==> src/rtl/cart_bank_pkg.sv <==
package cart_bank_pkg;

  localparam int unsigned CPU_AW  = 13;
  localparam int unsigned PAGE_W  = 11;

  typedef enum logic {
    MAP_2K = 1'b0,
    MAP_4K = 1'b1
  } map_mode_e;

  function automatic int unsigned ctrl_bits(input bit full_decode);
    return full_decode ? 11 : 8;
  endfunction

endpackage

==> src/rtl/cbl_reset_sync.sv <==
module cbl_reset_sync #(
  parameter int unsigned STAGES = 2
) (
  input  logic clk,
  input  logic rst_n,
  output logic rst_core_n
);

  logic [STAGES-1:0] sync_q;

  always_ff @(posedge clk or negedge rst_n) begin
    if (!rst_n) begin
      sync_q <= '0;
    end else begin
      sync_q <= {sync_q[STAGES-2:0], 1'b1};
    end
  end

  assign rst_core_n = sync_q[STAGES-1];

endmodule

==> src/rtl/cbl_window_decode.sv <==
module cbl_window_decode
  import cart_bank_pkg::*;
#(
  parameter bit          FULL_DECODE = 1'b1,
  parameter int unsigned CTRL_W      = 11
) (
  input  logic              bus_strobe,
  input  logic [CPU_AW-1:0] bus_addr,
  output logic              load_req,
  output logic [CTRL_W-1:0] ctrl_field
);

  logic coarse_hit;
  logic fine_hit;

  assign coarse_hit = ~bus_addr[12] & bus_addr[11];

  generate
    if (FULL_DECODE) begin : g_full
      assign fine_hit = 1'b1;
    end else begin : g_reduced
      assign fine_hit = (bus_addr[10:8] == 3'b000);
    end
  endgenerate

  assign load_req   = bus_strobe & coarse_hit & fine_hit;
  assign ctrl_field = bus_addr[CTRL_W-1:0];

endmodule

==> src/rtl/cbl_ctrl_reg.sv <==
module cbl_ctrl_reg
  import cart_bank_pkg::*;
#(
  parameter int unsigned CTRL_W = 11,
  localparam int unsigned BANK_W   = CTRL_W - 2,
  localparam int unsigned MODE_IDX = CTRL_W - 2,
  localparam int unsigned LOCK_IDX = CTRL_W - 1
) (
  input  logic              clk,
  input  logic              rst_core_n,
  input  logic              load_req,
  input  logic [CTRL_W-1:0] ctrl_field,
  output logic [BANK_W-1:0] bank_q,
  output map_mode_e         mode_q,
  output logic              lock_q
);

  logic              load_en;
  logic [BANK_W-1:0] bank_d;
  map_mode_e         mode_d;
  logic              lock_d;

  always_comb begin
    load_en = load_req & ~lock_q;
    bank_d  = ctrl_field[BANK_W-1:0];
    mode_d  = map_mode_e'(ctrl_field[MODE_IDX]);
    lock_d  = ctrl_field[LOCK_IDX];
  end

  always_ff @(posedge clk or negedge rst_core_n) begin
    if (!rst_core_n) begin
      bank_q <= '0;
      mode_q <= MAP_2K;
      lock_q <= 1'b0;
    end else if (load_en) begin
      bank_q <= bank_d;
      mode_q <= mode_d;
      lock_q <= lock_d;
    end
  end

endmodule

==> src/rtl/cbl_rom_map.sv <==
module cbl_rom_map
  import cart_bank_pkg::*;
#(
  parameter int unsigned BANK_W = 9,
  localparam int unsigned ROM_AW = BANK_W + PAGE_W
) (
  input  logic [CPU_AW-1:0] bus_addr,
  input  logic [BANK_W-1:0] bank_q,
  input  map_mode_e         mode_q,
  output logic [ROM_AW-1:0] rom_addr,
  output logic              rom_ce
);

  always_comb begin
    if (mode_q == MAP_4K) begin
      rom_addr = {bank_q[BANK_W-1:1], bus_addr[PAGE_W], bus_addr[PAGE_W-1:0]};
    end else begin
      rom_addr = {bank_q, bus_addr[PAGE_W-1:0]};
    end
    rom_ce = bus_addr[12];
  end

endmodule

==> src/rtl/cart_bank_latch.sv <==
module cart_bank_latch
  import cart_bank_pkg::*;
#(
  parameter bit FULL_DECODE = 1'b1,
  localparam int unsigned CTRL_W = ctrl_bits(FULL_DECODE),
  localparam int unsigned BANK_W = CTRL_W - 2,
  localparam int unsigned ROM_AW = BANK_W + PAGE_W
) (
  input  logic              clk,
  input  logic              rst_n,
  input  logic              bus_strobe,
  input  logic [CPU_AW-1:0] bus_addr,
  output logic [ROM_AW-1:0] rom_addr,
  output logic              rom_ce
);

  logic              rst_core_n;
  logic              load_req;
  logic [CTRL_W-1:0] ctrl_field;
  logic [BANK_W-1:0] bank_q;
  map_mode_e         mode_q;
  logic              lock_q;

  cbl_reset_sync #(.STAGES(2)) u_rst (
    .clk        (clk),
    .rst_n      (rst_n),
    .rst_core_n (rst_core_n)
  );

  cbl_window_decode #(.FULL_DECODE(FULL_DECODE), .CTRL_W(CTRL_W)) u_dec (
    .bus_strobe (bus_strobe),
    .bus_addr   (bus_addr),
    .load_req   (load_req),
    .ctrl_field (ctrl_field)
  );

  cbl_ctrl_reg #(.CTRL_W(CTRL_W)) u_reg (
    .clk        (clk),
    .rst_core_n (rst_core_n),
    .load_req   (load_req),
    .ctrl_field (ctrl_field),
    .bank_q     (bank_q),
    .mode_q     (mode_q),
    .lock_q     (lock_q)
  );

  cbl_rom_map #(.BANK_W(BANK_W)) u_map (
    .bus_addr (bus_addr),
    .bank_q   (bank_q),
    .mode_q   (mode_q),
    .rom_addr (rom_addr),
    .rom_ce   (rom_ce)
  );

endmodule

==> config.mk <==
export PLATFORM = sky130hd
export DESIGN_NAME = cart_bank_latch
export DESIGN_NICKNAME = d
export VERILOG_FILES = /design/src/rtl/cart_bank_pkg.sv /design/src/rtl/cbl_reset_sync.sv /design/src/rtl/cbl_window_decode.sv /design/src/rtl/cbl_ctrl_reg.sv /design/src/rtl/cbl_rom_map.sv /design/src/rtl/cart_bank_latch.sv
export SDC_FILE = /design/constraint.sdc
export NUM_CORES = 1
export LEC_CHECK = 0
export BUFFER_PORTS_ARGS = -buffer_cell sky130_fd_sc_hd__buf_2
export CORE_MARGIN = 3
export CORE_UTILIZATION = 40
export CTS_BUF_LIST = sky130_fd_sc_hd__clkbuf_16
export DETAILED_ROUTE_END_ITERATION = 7
export GPL_ROUTABILITY_DRIVEN = 0
export PLACE_DENSITY = 0.71
export SLEW_MARGIN = 20
export SYNTH_ARGS = -nofsm -noshare
export SYNTH_HDL_FRONTEND = slang
export SYNTH_HIERARCHICAL = 1
export SYNTH_SLANG_ARGS = --single-unit
export TNS_END_PERCENT = 10
==> constraint.sdc <==
create_clock -name clk -period 1.3 [get_ports clk]
set_clock_uncertainty 0.1 [all_clocks]
set_input_delay 0.26 -clock clk [delete_from_list [all_inputs] [get_ports clk]]
set_output_delay 0.26 -clock clk [all_outputs]
set_load 0.01 [all_outputs]
# --- After elaboration in Yosys (flattened, before gate mapping) ---
# Cells that the tools add are included.
word_totals:
  regBits: 13
  word_cells: 10
  in_bits: 16
  out_inout_bits: 21
classes:
  muxes: 1
  bitwise_logic: 5
ops:
  columns: ["operator", "n"]
  rows:
  - ["12-bit 2-to-1 mux", 1]
  - ["1-bit bitwise AND", 3]
  - ["1-bit inverter", 2]

# --- Longest topological paths before layout ---
# Gate-level depths: netlist of the first run.
depth:
  ltp_word: 4
  ltp_mapped: 4
  mapped_depth_nobuf: 3

# --- Cells and area by module ---
# The synthesis of the first run kept the hierarchy.
by_module_without_submodules:
  columns: ["mod", "cells_per_inst", "seq_area_each_um2", "instances", "area_each_um2"]
  rows:
  - ["cbl_ctrl_reg", 24, 275.3, 1, 467.9]
  - ["cbl_rom_map", 21, 0.0, 1, 165.2]
  - ["cbl_window_decode", 12, 0.0, 1, 91.3]
  - ["cbl_reset_sync", 3, 50.0, 1, 53.8]

# --- Least setup slack after synthesis of the first run ---
# No wires, ideal clock.
synth_timing:
  kind: "in2reg"
  from: "input port bus_addr[12]"
  to: "register u_reg.bank_q[0]"
  arrival_time_ps: 1047
  path_buffers: 1
  required_time_ps: 1075
  setup_time_ps: 125
  path_slack_ps: 28
  stages: 4
  path_cell_list: "and3b_1 nor2b_4 buf_12 mux2_4"
synth_via:
  elab_chain_cells: 4
synth_lines:
  columns: ["item", "line_no", "text"]
  rows:
  - ["start: declaration", "cart_bank_latch.sv:12", "input logic [CPU_AW-1:0] bus_addr,"]
  - ["1-bit inverter", "cbl_window_decode.sv:16", "assign coarse_hit = ~bus_addr[12] & bus_addr[11];"]
  - ["1-bit bitwise AND", "cbl_window_decode.sv:16", null]
  - ["1-bit bitwise AND", "cbl_window_decode.sv:26", "assign load_req = bus_strobe & coarse_hit & fine_hit;"]
  - ["1-bit bitwise AND", "cbl_ctrl_reg.sv:24", "load_en = load_req & ~lock_q;"]
  - ["end signal: assignment", "cbl_ctrl_reg.sv:36", "bank_q <= bank_d;"]
  - ["end: declaration", "cbl_ctrl_reg.sv:13", "output logic [BANK_W-1:0] bank_q,"]
# Every way passes these cells.
# A chain may end at the register's enable or synchronous reset.

# --- Worst setup path in the final report of the first run ---
layout_timing:
  from: "register u_reg.mode_q"
  to: "output port rom_addr[11]"
layout_via:
  elab_chain_cells: 1
layout_lines:
  columns: ["item", "line_no", "text"]
  rows:
  - ["start: declaration", "cbl_ctrl_reg.sv:14", "output map_mode_e mode_q,"]
  - ["start signal: assignment", "cbl_ctrl_reg.sv:37", "mode_q <= mode_d;"]
  - ["12-bit 2-to-1 mux", "cbl_rom_map.sv:15", "if (mode_q == MAP_4K) begin"]
  - ["end: declaration", "cart_bank_latch.sv:13", "output logic [ROM_AW-1:0] rom_addr,"]
# Every way passes these cells.

==> impl_metrics.toml, run 1 <==
[setup_path]
critical-path-slowest-cell = "sky130_fd_sc_hd__dfrtp_1"
critical_path.max_fanout = 2
worst_ep_arrival_time_ns = 1.05
cp.required_ns = 0.94
rr_startpoint = "u_reg/lock_q"
reg_to_reg_end = "u_reg/bank_q[5]"
cp.buffers_inverters = 1
worst_setup_path_start_kind = "register"
setup_crit_path_kind = "register to primary output"
crit_end = "rom_addr[11]"
cp_top_family = "flip-flops"
worstSetupPathDepth = 2
timing.critical_path.cells = "mux2_4, buf_6"
setup.worst_path.start = "u_reg/mode_q"
r2r_setup_slack_ns = 0.09
worstRegToRegCells = 3
sort_of_element_at_the_end_of_the_critical_path = "primary output"
critPathMaxStageDelay_ns = 0.39

[die]
initial_core_util = 0.4365
fp.dieArea_um2 = 2511
floorplan.core_area_um2 = 1783
placementRows = 15
die_width_um = 50.11
design.portCount = 37
dieHeight_um = 50.11

[route]
post_detailed_route_wirelength_per_cell_um = 11.80
post_drt_via_cell_ratio = 4.206
number_of_iterations_in_the_first_detailed_routing_pass = 1
route.final.wire_length_um = 1145
dr_total_vias = 408
drt_drc_violations_left = 0
initialDrtViolationCount = 0
ant_nets = 0

[global_routing]
gr-usage-all-layers = 0.1070
grt_first_pass_wirelength_um = 1932
grt-ovfl-total = 0
grt_max_degree = 12
first_global_vias = 434
antenna_found_initial = 0

[placed_design]
dp_hpwl_um = 885.5
dpl_cell_area_um2 = 764.5
detailedPlace.worstSlack_ns = -0.1361
port_buffers = 36
placed_cells_incl_taps = 91

[clock_network]
cts_tree = "built"
htree_levels = 1
clock-root-buffer = "sky130_fd_sc_hd__clkbuf_16"
clockBufferDepth = 2
insertion_delay_ns = 0.24
cts_buffers = 3
clock_sinks = 13
cts.clk_slew.worst_paths_ns = 0.04

[timing]
finalHoldViolCount = 0
total_setup_violations_reported_at_the_end_of_the_flow = 1
unrepaired_setup_endpoints_after_global_routing = "yes"
finalCriticalPeriod_ns = 1.414
final-max-slew-violation-count = 0
fin_ws_ns = -0.1139
max_clock_freq_mhz = 707.3
tns_ns = -0.1139
final_worst_hold_slack_ns = 0.07809
post-route-period-util = 1.088

[synth]
unique_masters_post_synth = 8
postSynthNetCount = 76
synthesis.instances = 60
synth_area_um2 = 778.2
post_synth_main_area_contributors = "sky130_fd_sc_hd__dfrtp_1 (42%), sky130_fd_sc_hd__buf_4 (30%), sky130_fd_sc_hd__mux2_4 (21%)"
syn_avg_cell_area_um2 = 12.97
synthesis.yosys.warnings = 6
ys_seq_elements = 13
netlist.area_leader.share = 0.4180
synth_seq_area_share = 0.4180
yosysTopAreaCell = "sky130_fd_sc_hd__dfrtp_1"

[cells_and_area]
fin_cells = 97
stdcell_area_um2 = 867.1
utilization = 0.4863
most_common_library_cell_in_the_layout_ignoring_fill_and_taps = "sky130_fd_sc_hd__buf_2"
final_layout_size_suffix_gt1_frac = 0.7639
nNetsFinal = 89
flow.area_growth_from_synthesis_pct = 11.41
diodes = 0
layout.cells.most_common_list = "sky130_fd_sc_hd__buf_2 (35), sky130_fd_sc_hd__dfrtp_1 (13), sky130_fd_sc_hd__mux2_4 (11)"

[flow_run]
cap_viol_max_count = 0

[power_and_ir_drop]
max-vdd-ir-drop_mv = 1.033
power_per_cell_area_nw_per_um2 = 1867
leakagePower_nw = 0.4537
total_power_mw = 1.619

[run_status]
outcome = "complete, but fails checks"
violations_in_the_final_reports = "setup timing"

[hold_path]
holdCritPathClass = "register to asynchronous set/reset pin"
-- metal layers --
layer	up-vias	track usage	part of all wire
met5	-	0	0
met3	4	0.05136	0.11
li1	186	-	-
met1	190	0.1115	0.38
met2	28	0.1696	0.48
met4	0	0.06912	0.030
-- cells by family (layout without fill, tap and decap cells) --
logic type      Yosys count  count (layout)  synth area share
simple gates              2               2           0.02894
other cells               1               1          0.004819
mux                      11              11            0.2122
buf+inv                  32              44            0.3248
compound gates            1               1           0.01126
flops                    13              13            0.4180
-- how the worst min path moves through the flow --
stage / endpoint / from / cells after the start
final: u_reg/mode_q / u_rst/sync_q[1] / 0
after global routing: u_reg/bank_q[0] / u_rst/sync_q[1] / 0
after CTS: u_reg/mode_q / u_rst/sync_q[1] / 0
after detailed placement: u_rst/sync_q[1] / rst_n / 1
after global placement: u_rst/sync_q[0] / rst_n / 1
after floorplan: u_rst/sync_q[0] / rst_n / 0
-- report_power, final --
| group | switching [mW] | internal (mW) | leakage [nW] |
|---|---|---|---|
| logic | 0.160 | 0.297 | 0.259 |
| registers | 0.0749 | 0.527 | 0.153 |
| clock network | 0.156 | 0.404 | 0.0423 |
-- final cells by class --
| cell class | count | area [µm²] |
|---|---|---|
| Clock buffer | 3 | 75.07 |
| Clock inverter | 1 | 3.754 |
| Fill cell | 164 | 915.9 |
| Multi-Input combinational cell | 15 | 200.2 |
| Sequential cell | 13 | 325.3 |
| Tap cell | 25 | 31.28 |
| Timing Repair Buffer | 40 | 231.5 |
-- synthesized netlist by cell type --
library cell              instances
sky130_fd_sc_hd__buf_12           1
sky130_fd_sc_hd__nor2b_4          1
sky130_fd_sc_hd__and3b_1          1
sky130_fd_sc_hd__buf_4           31
sky130_fd_sc_hd__mux2_4          11
sky130_fd_sc_hd__a21o_2           1
sky130_fd_sc_hd__dfrtp_1         13
sky130_fd_sc_hd__conb_1           1
-- timing repair --
item / in CTS / in global routing
resized for setup: 1 / 0
hold buffers: 1 / 0
endpoints found under the setup margin: 1 / 1
pin swaps: 0 / 0
endpoints found under the hold margin: 2 / 0
buffers inserted: 1 / 0
-- flip-flops by register name (all words and copies together), names as in the netlist --
signal and flops:
u_reg/lock_q 1, u_reg/mode_q 1, u_reg/bank_q 9, u_rst/sync_q 2
-- worst register-to-register path, cell delays in order (launching register included) --
cell and delay, ns:
sky130_fd_sc_hd__dfrtp_1 0.40, sky130_fd_sc_hd__nor2b_4 0.14, sky130_fd_sc_hd__buf_12 0.15, sky130_fd_sc_hd__mux2_4 0.30
Note: power is estimated with default switching activity, not from simulation.
==> run 2: changes to the inputs <==
- BUFFER_PORTS_ARGS: -buffer_cell sky130_fd_sc_hd__buf_2 -> -buffer_cell sky130_fd_sc_hd__buf_4
- CORE_UTILIZATION: 40 -> 44
- PLACE_DENSITY: 0.71 -> 0.76
==> impl_metrics.toml, run 2 (synthesis gave the netlist of run 1 again) <==
[cells_and_area]
top_reg_by_flops = "u_reg/bank_q"
fill_cells = 140
largest_registers = "u_reg/bank_q x9, u_rst/sync_q x2"
layout.cells.most_common_list = "sky130_fd_sc_hd__buf_4 (39), sky130_fd_sc_hd__dfrtp_1 (13), sky130_fd_sc_hd__mux2_4 (11)"
area.sequential_um2 = 325.3
largest_register_ffs = 9
utilization = 0.5952
multi_input_comb_area_um2 = 200.2
most_common_library_cell_in_the_layout_ignoring_fill_and_taps = "sky130_fd_sc_hd__buf_4"
flow.area_growth_from_synthesis_pct = 20.58
nNetsFinal = 90
diodes = 0
final_layout_size_suffix_gt1_frac = 0.7671

[global_routing]
grt_first_pass_wirelength_um = 1738
grt-ovfl-total = 0
first_global_vias = 410
gr-usage-all-layers = 0.1149
antenna_found_initial = 0
grt_max_degree = 12

[route]
post_drt_via_cell_ratio = 4.596
drt_drc_violations_left = 0
initialDrtViolationCount = 3
dr_total_vias = 409
ant_nets = 0
route.final.wire_length_um = 1213
number_of_iterations_in_the_first_detailed_routing_pass = 4
post_detailed_route_wirelength_per_cell_um = 13.63

[power_and_ir_drop]
total_power_mw = 1.702
max-vdd-ir-drop_mv = 1.119
power_per_cell_area_nw_per_um2 = 1814
leakagePower_nw = 0.4858

[clock_network]
htree_levels = 1
cts.clk_slew.worst_paths_ns = 0.04
cts_tree = "built"
clock_sinks = 13
cts_buffers = 3
clockBufferDepth = 2
clock-root-buffer = "sky130_fd_sc_hd__clkbuf_16"
insertion_delay_ns = 0.24

[timing]
unrepaired_setup_endpoints_after_global_routing = "yes"
finalCriticalPeriod_ns = 1.402
max_clock_freq_mhz = 713.3
final_worst_hold_slack_ns = 0.06931
post-route-period-util = 1.078
fin_ws_ns = -0.1019
finalHoldViolCount = 0
total_setup_violations_reported_at_the_end_of_the_flow = 1
final-max-slew-violation-count = 0

[die]
initial_core_util = 0.4937
design.portCount = 37
placementRows = 14
die_width_um = 48.06
fp.dieArea_um2 = 2309
floorplan.core_area_um2 = 1577
dieHeight_um = 48.06

[setup_path]
critPathMaxStageDelay_ns = 0.38
setup_crit_path_kind = "register to primary output"
critical-path-slowest-cell = "sky130_fd_sc_hd__dfrtp_1"
rr_startpoint = "u_reg/lock_q"
cp.required_ns = 0.94
worst_setup_path_start_kind = "register"
setup.worst_path.start = "u_reg/mode_q"
sort_of_element_at_the_end_of_the_critical_path = "primary output"
timing.critical_path.cells = "mux2_4, buf_6"
cp.buffers_inverters = 1
critical_path.max_fanout = 2
cp_top_family = "flip-flops"
worst_ep_arrival_time_ns = 1.04

[placed_design]
dp_hpwl_um = 955.9
port_buffers = 36
detailedPlace.worstSlack_ns = -0.1460

[run_status]
violations_in_the_final_reports = "setup timing"
outcome = "complete, but fails checks"

[hold_path]
holdCritPathClass = "register to asynchronous set/reset pin"

[flow_run]
cap_viol_max_count = 0
-- run 2: cell types whose count changed in the layout (fill, tap and decap cells not counted) --
cell                     delta
sky130_fd_sc_hd__buf_4     +37
sky130_fd_sc_hd__buf_2     -35
sky130_fd_sc_hd__buf_12     -1
-- run 2: final timing paths --
| check | to | slack (ns) | cells past startpoint |
|---|---|---|---|
| min in group clk | u_reg/lock_q | 0.15 | 2 |
| max in group asynchronous | u_reg/bank_q[0] | 0.73 | 0 |
| min reg2reg | u_reg/bank_q[6] | 0.07 | 0 |
| max | rom_addr[11] | -0.10 | 2 |
| max reg2reg | u_reg/bank_q[8] | 0.06 | 3 |
| min | u_reg/bank_q[6] | 0.07 | 0 |
-- run 2: layer usage --
metal	vias to the layer above	routed length [µm]	GRT usage
met5	-	0	0
met4	0	0	0.03226
met3	0	108	0.06015
met2	23	685	0.2216
met1	201	418	0.1011
li1	185	-	-
-- run 2: power breakdown --
group          total, mW  switching (mW)  internal [mW]  leakage, nW
clock              0.548           0.145          0.403       0.0423
sequential         0.604          0.0775          0.527        0.153
combinational      0.549           0.170          0.380        0.291
-- run 2: final cells by class --
type / instances / area share
Sequential cell: 13 / 0.3467
Timing Repair Buffer: 41 / 0.3347
Multi-Input combinational cell: 15 / 0.2133
Clock buffer: 3 / 0.08000
Tap cell: 16 / 0.02133
Clock inverter: 1 / 0.004000
-- run 2: timing repair --
| item | 4_1_cts | 5_1_grt |
|---|---|---|
| endpoints found under the hold margin | 2 | 0 |
| hold buffers | 1 | 0 |
| setup buffers | 1 | 1 |
| endpoints found under the setup margin | 1 | 1 |
| resized for setup | 1 | 0 |
-- run 2: per-stage QoR --
stage | TNS (ns) | area [µm²] | cells
global route | -0.1172 | 938.4 | 89
global placement | -1.106 | 830.8 | 82
finish | -0.1019 | 938.4 | 89
detailed placement | -1.309 | 830.8 | 82
CTS | -0.1072 | 930.9 | 88
floorplan | 0 | 778.2 | 60
==> run 3: changes to the inputs <==
- ABC_AREA: unset -> 1
- PLACE_DENSITY: 0.76 -> 0.77
==> impl_metrics.toml, run 3 <==
[cells_and_area]
final_layout_size_suffix_gt1_frac = 0.4592
largest_register_ffs = 9
largest_registers = "u_reg/bank_q x9, u_rst/sync_q x2"
area.sequential_um2 = 325.3
fill_cells = 142
top_reg_by_flops = "u_reg/bank_q"
multi_input_comb_area_um2 = 163.9
flow.area_growth_from_synthesis_pct = 19.07
most_common_library_cell_in_the_layout_ignoring_fill_and_taps = "sky130_fd_sc_hd__buf_4"
diodes = 0
nNetsFinal = 115
stdcell_area_um2 = 898.4
layout.cells.most_common_list = "sky130_fd_sc_hd__buf_4 (39), sky130_fd_sc_hd__nand2_1 (26), sky130_fd_sc_hd__dfrtp_1 (13)"

[setup_path]
worst_ep_arrival_time_ns = 0.90
setup_crit_path_kind = "register to primary output"
critical_path.max_fanout = 3
worst_setup_path_start_kind = "register"
sort_of_element_at_the_end_of_the_critical_path = "primary output"
cp.required_ns = 0.94

[route]
dr_total_vias = 521
route.final.wire_length_um = 1307
number_of_iterations_in_the_first_detailed_routing_pass = 4
post_detailed_route_wirelength_per_cell_um = 11.46
drt_drc_violations_left = 0
initialDrtViolationCount = 10
ant_nets = 0
post_drt_via_cell_ratio = 4.570

[die]
design.portCount = 37
die_width_um = 47.41
floorplan.core_area_um2 = 1559
fp.dieArea_um2 = 2248
dieHeight_um = 47.41
placementRows = 14
initial_core_util = 0.4839

[power_and_ir_drop]
cellInternalPower_mw = 0.8696
comb_power_share = 0.085
power_per_cell_area_nw_per_um2 = 1193
switching_share = 0.1883
power.net_switching_mw = 0.2018
power_frac_seq = 0.388
leakagePower_nw = 0.5211
clock_network_fraction_of_total_power = 0.528
max-vdd-ir-drop_mv = 0.5651

[timing]
finalCriticalPeriod_ns = 1.259
max_clock_freq_mhz = 794.3
final-max-slew-violation-count = 0
total_setup_violations_reported_at_the_end_of_the_flow = 0
tns_ns = 0
finalHoldViolCount = 0
fin_ws_ns = 0.04105
unrepaired_setup_endpoints_after_global_routing = "yes"
post-route-period-util = 0.9684

[synth]
synthesis.instances = 87
synth_seq_area_share = 0.4312
synth_area_um2 = 754.5
ys.flop_type = "sky130_fd_sc_hd__dfrtp_1"
syn_avg_cell_area_um2 = 8.672
synth.most_common_cell = "sky130_fd_sc_hd__buf_4"
async_set_or_reset_flop_fraction_in_the_synthesized_netlist = 1.000
netlist.area_leader.share = 0.4312
synth.cells.most_frequent = "sky130_fd_sc_hd__buf_4 (31), sky130_fd_sc_hd__nand2_1 (26), sky130_fd_sc_hd__dfrtp_1 (13), sky130_fd_sc_hd__nand3_1 (10)"
ys_seq_elements = 13
post_synth_main_area_contributors = "sky130_fd_sc_hd__dfrtp_1 (43%), sky130_fd_sc_hd__buf_4 (31%), sky130_fd_sc_hd__nand2_1 (13%)"
yosysTopAreaCell = "sky130_fd_sc_hd__dfrtp_1"
synthesis.yosys.warnings = 6
number_of_flops_mapped_to_enable_cells_by_yosys = 0
unique_masters_post_synth = 11
postSynthNetCount = 103

[placed_design]
port_buffers = 36
dpl_cell_area_um2 = 802.0
detailedPlace.worstSlack_ns = 0.2702

[clock_network]
clock_sinks = 13
cts_buffers = 3
clockBufferDepth = 2
htree_levels = 1
cts.clk_slew.worst_paths_ns = 0.04
postCtsResizedCells = 0
insertion_delay_ns = 0.24
cts_tree = "built"
clock-root-buffer = "sky130_fd_sc_hd__clkbuf_16"

[global_routing]
antenna_found_initial = 0
grt_first_pass_wirelength_um = 2132
global_routing_usage_on_met1 = 0.1631
gr-usage-all-layers = 0.1386
grt_max_degree = 12
first_global_vias = 485
grt-ovfl-total = 0
grt-busiest-layer = "met2"
global_route.usage.met3 = 0.04887
global_route.usage.met2 = 0.2246

[flow_run]
cap_viol_max_count = 0

[hold_path]
holdCritPathClass = "register to asynchronous set/reset pin"

[run_status]
outcome = "finished, final reports clean"
[run 3: stage by stage]
stage / total power, mW / hold WS (ns) / cells / util
final: 1.071 / 0.07132 / 114 / 0.5762
after global routing: 1.115 / 0.1199 / 114 / 0.5762
after CTS: 1.083 / 0.09059 / 113 / 0.5714
after detailed placement: 0.5112 / -0.05650 / 108 / 0.5144
after global placement: 0.5100 / -0.05696 / 108 / 0.5144
after floorplan: 0.4899 / -0.1356 / 87 / -
[run 3: kinds of logic (layout without fill, tap and decap cells)]
group,count (synthesis),after routing,share of synthesized area
simple gates,38,38,0.2123
buf+inv,35,46,0.3516
flops,13,13,0.4312
other cells,1,1,0.004970
[run 3: per-layer routing]
layer,part of all wire,vias to the layer above
met5,0,-
met4,0.0061,0
met3,0.088,2
met2,0.52,23
met1,0.38,239
li1,-,257
[run 3: final cells by class]
cell class | count | area share
Sequential cell | 13 | 0.3621
Timing Repair Buffer | 40 | 0.3370
Multi-Input combinational cell | 39 | 0.1825
Clock buffer | 3 | 0.08357
Tap cell | 16 | 0.02228
Inverter | 2 | 0.008357
Clock inverter | 1 | 0.004178
[run 3: power groups by stage]
stage               logic (mW)  registers (mW)  clock network, mW
floorplan               0.0695           0.420                  0
global placement        0.0882           0.422                  0
detailed placement      0.0890           0.422                  0
CTS                     0.0920           0.416              0.575
global route            0.0980           0.417              0.600
finish                  0.0905           0.416              0.565
[run 3: worst paths after layout]
kind | startpoint | end | slack, ns | cells after the start
worst min-delay path | u_rst/sync_q[1] | u_reg/bank_q[7] | 0.07 | 0
max in group asynchronous | u_rst/sync_q[1] | u_reg/lock_q | 0.73 | 0
worst max register to register | u_reg/lock_q | u_reg/bank_q[8] | 0.36 | 4
worst min register to register | u_rst/sync_q[1] | u_reg/bank_q[7] | 0.07 | 0
worst max-delay path | u_reg/mode_q | rom_addr[11] | 0.04 | 4
min in group clk | bus_addr[10] | u_reg/lock_q | 0.13 | 3
[run 3: critical path, cell delays in order (launching register included)]
cell and delay, ns:
sky130_fd_sc_hd__dfrtp_1 0.39, sky130_fd_sc_hd__inv_1 0.06, sky130_fd_sc_hd__nand2_1 0.04, sky130_fd_sc_hd__nand2_1 0.06, sky130_fd_sc_hd__buf_4 0.11
[run 3: repair_timing]
item / in CTS / in global routing
endpoints found under the setup margin: 0 / 1
endpoints found under the hold margin: 2 / 0
setup buffers: 0 / 1
hold buffers: 1 / 0
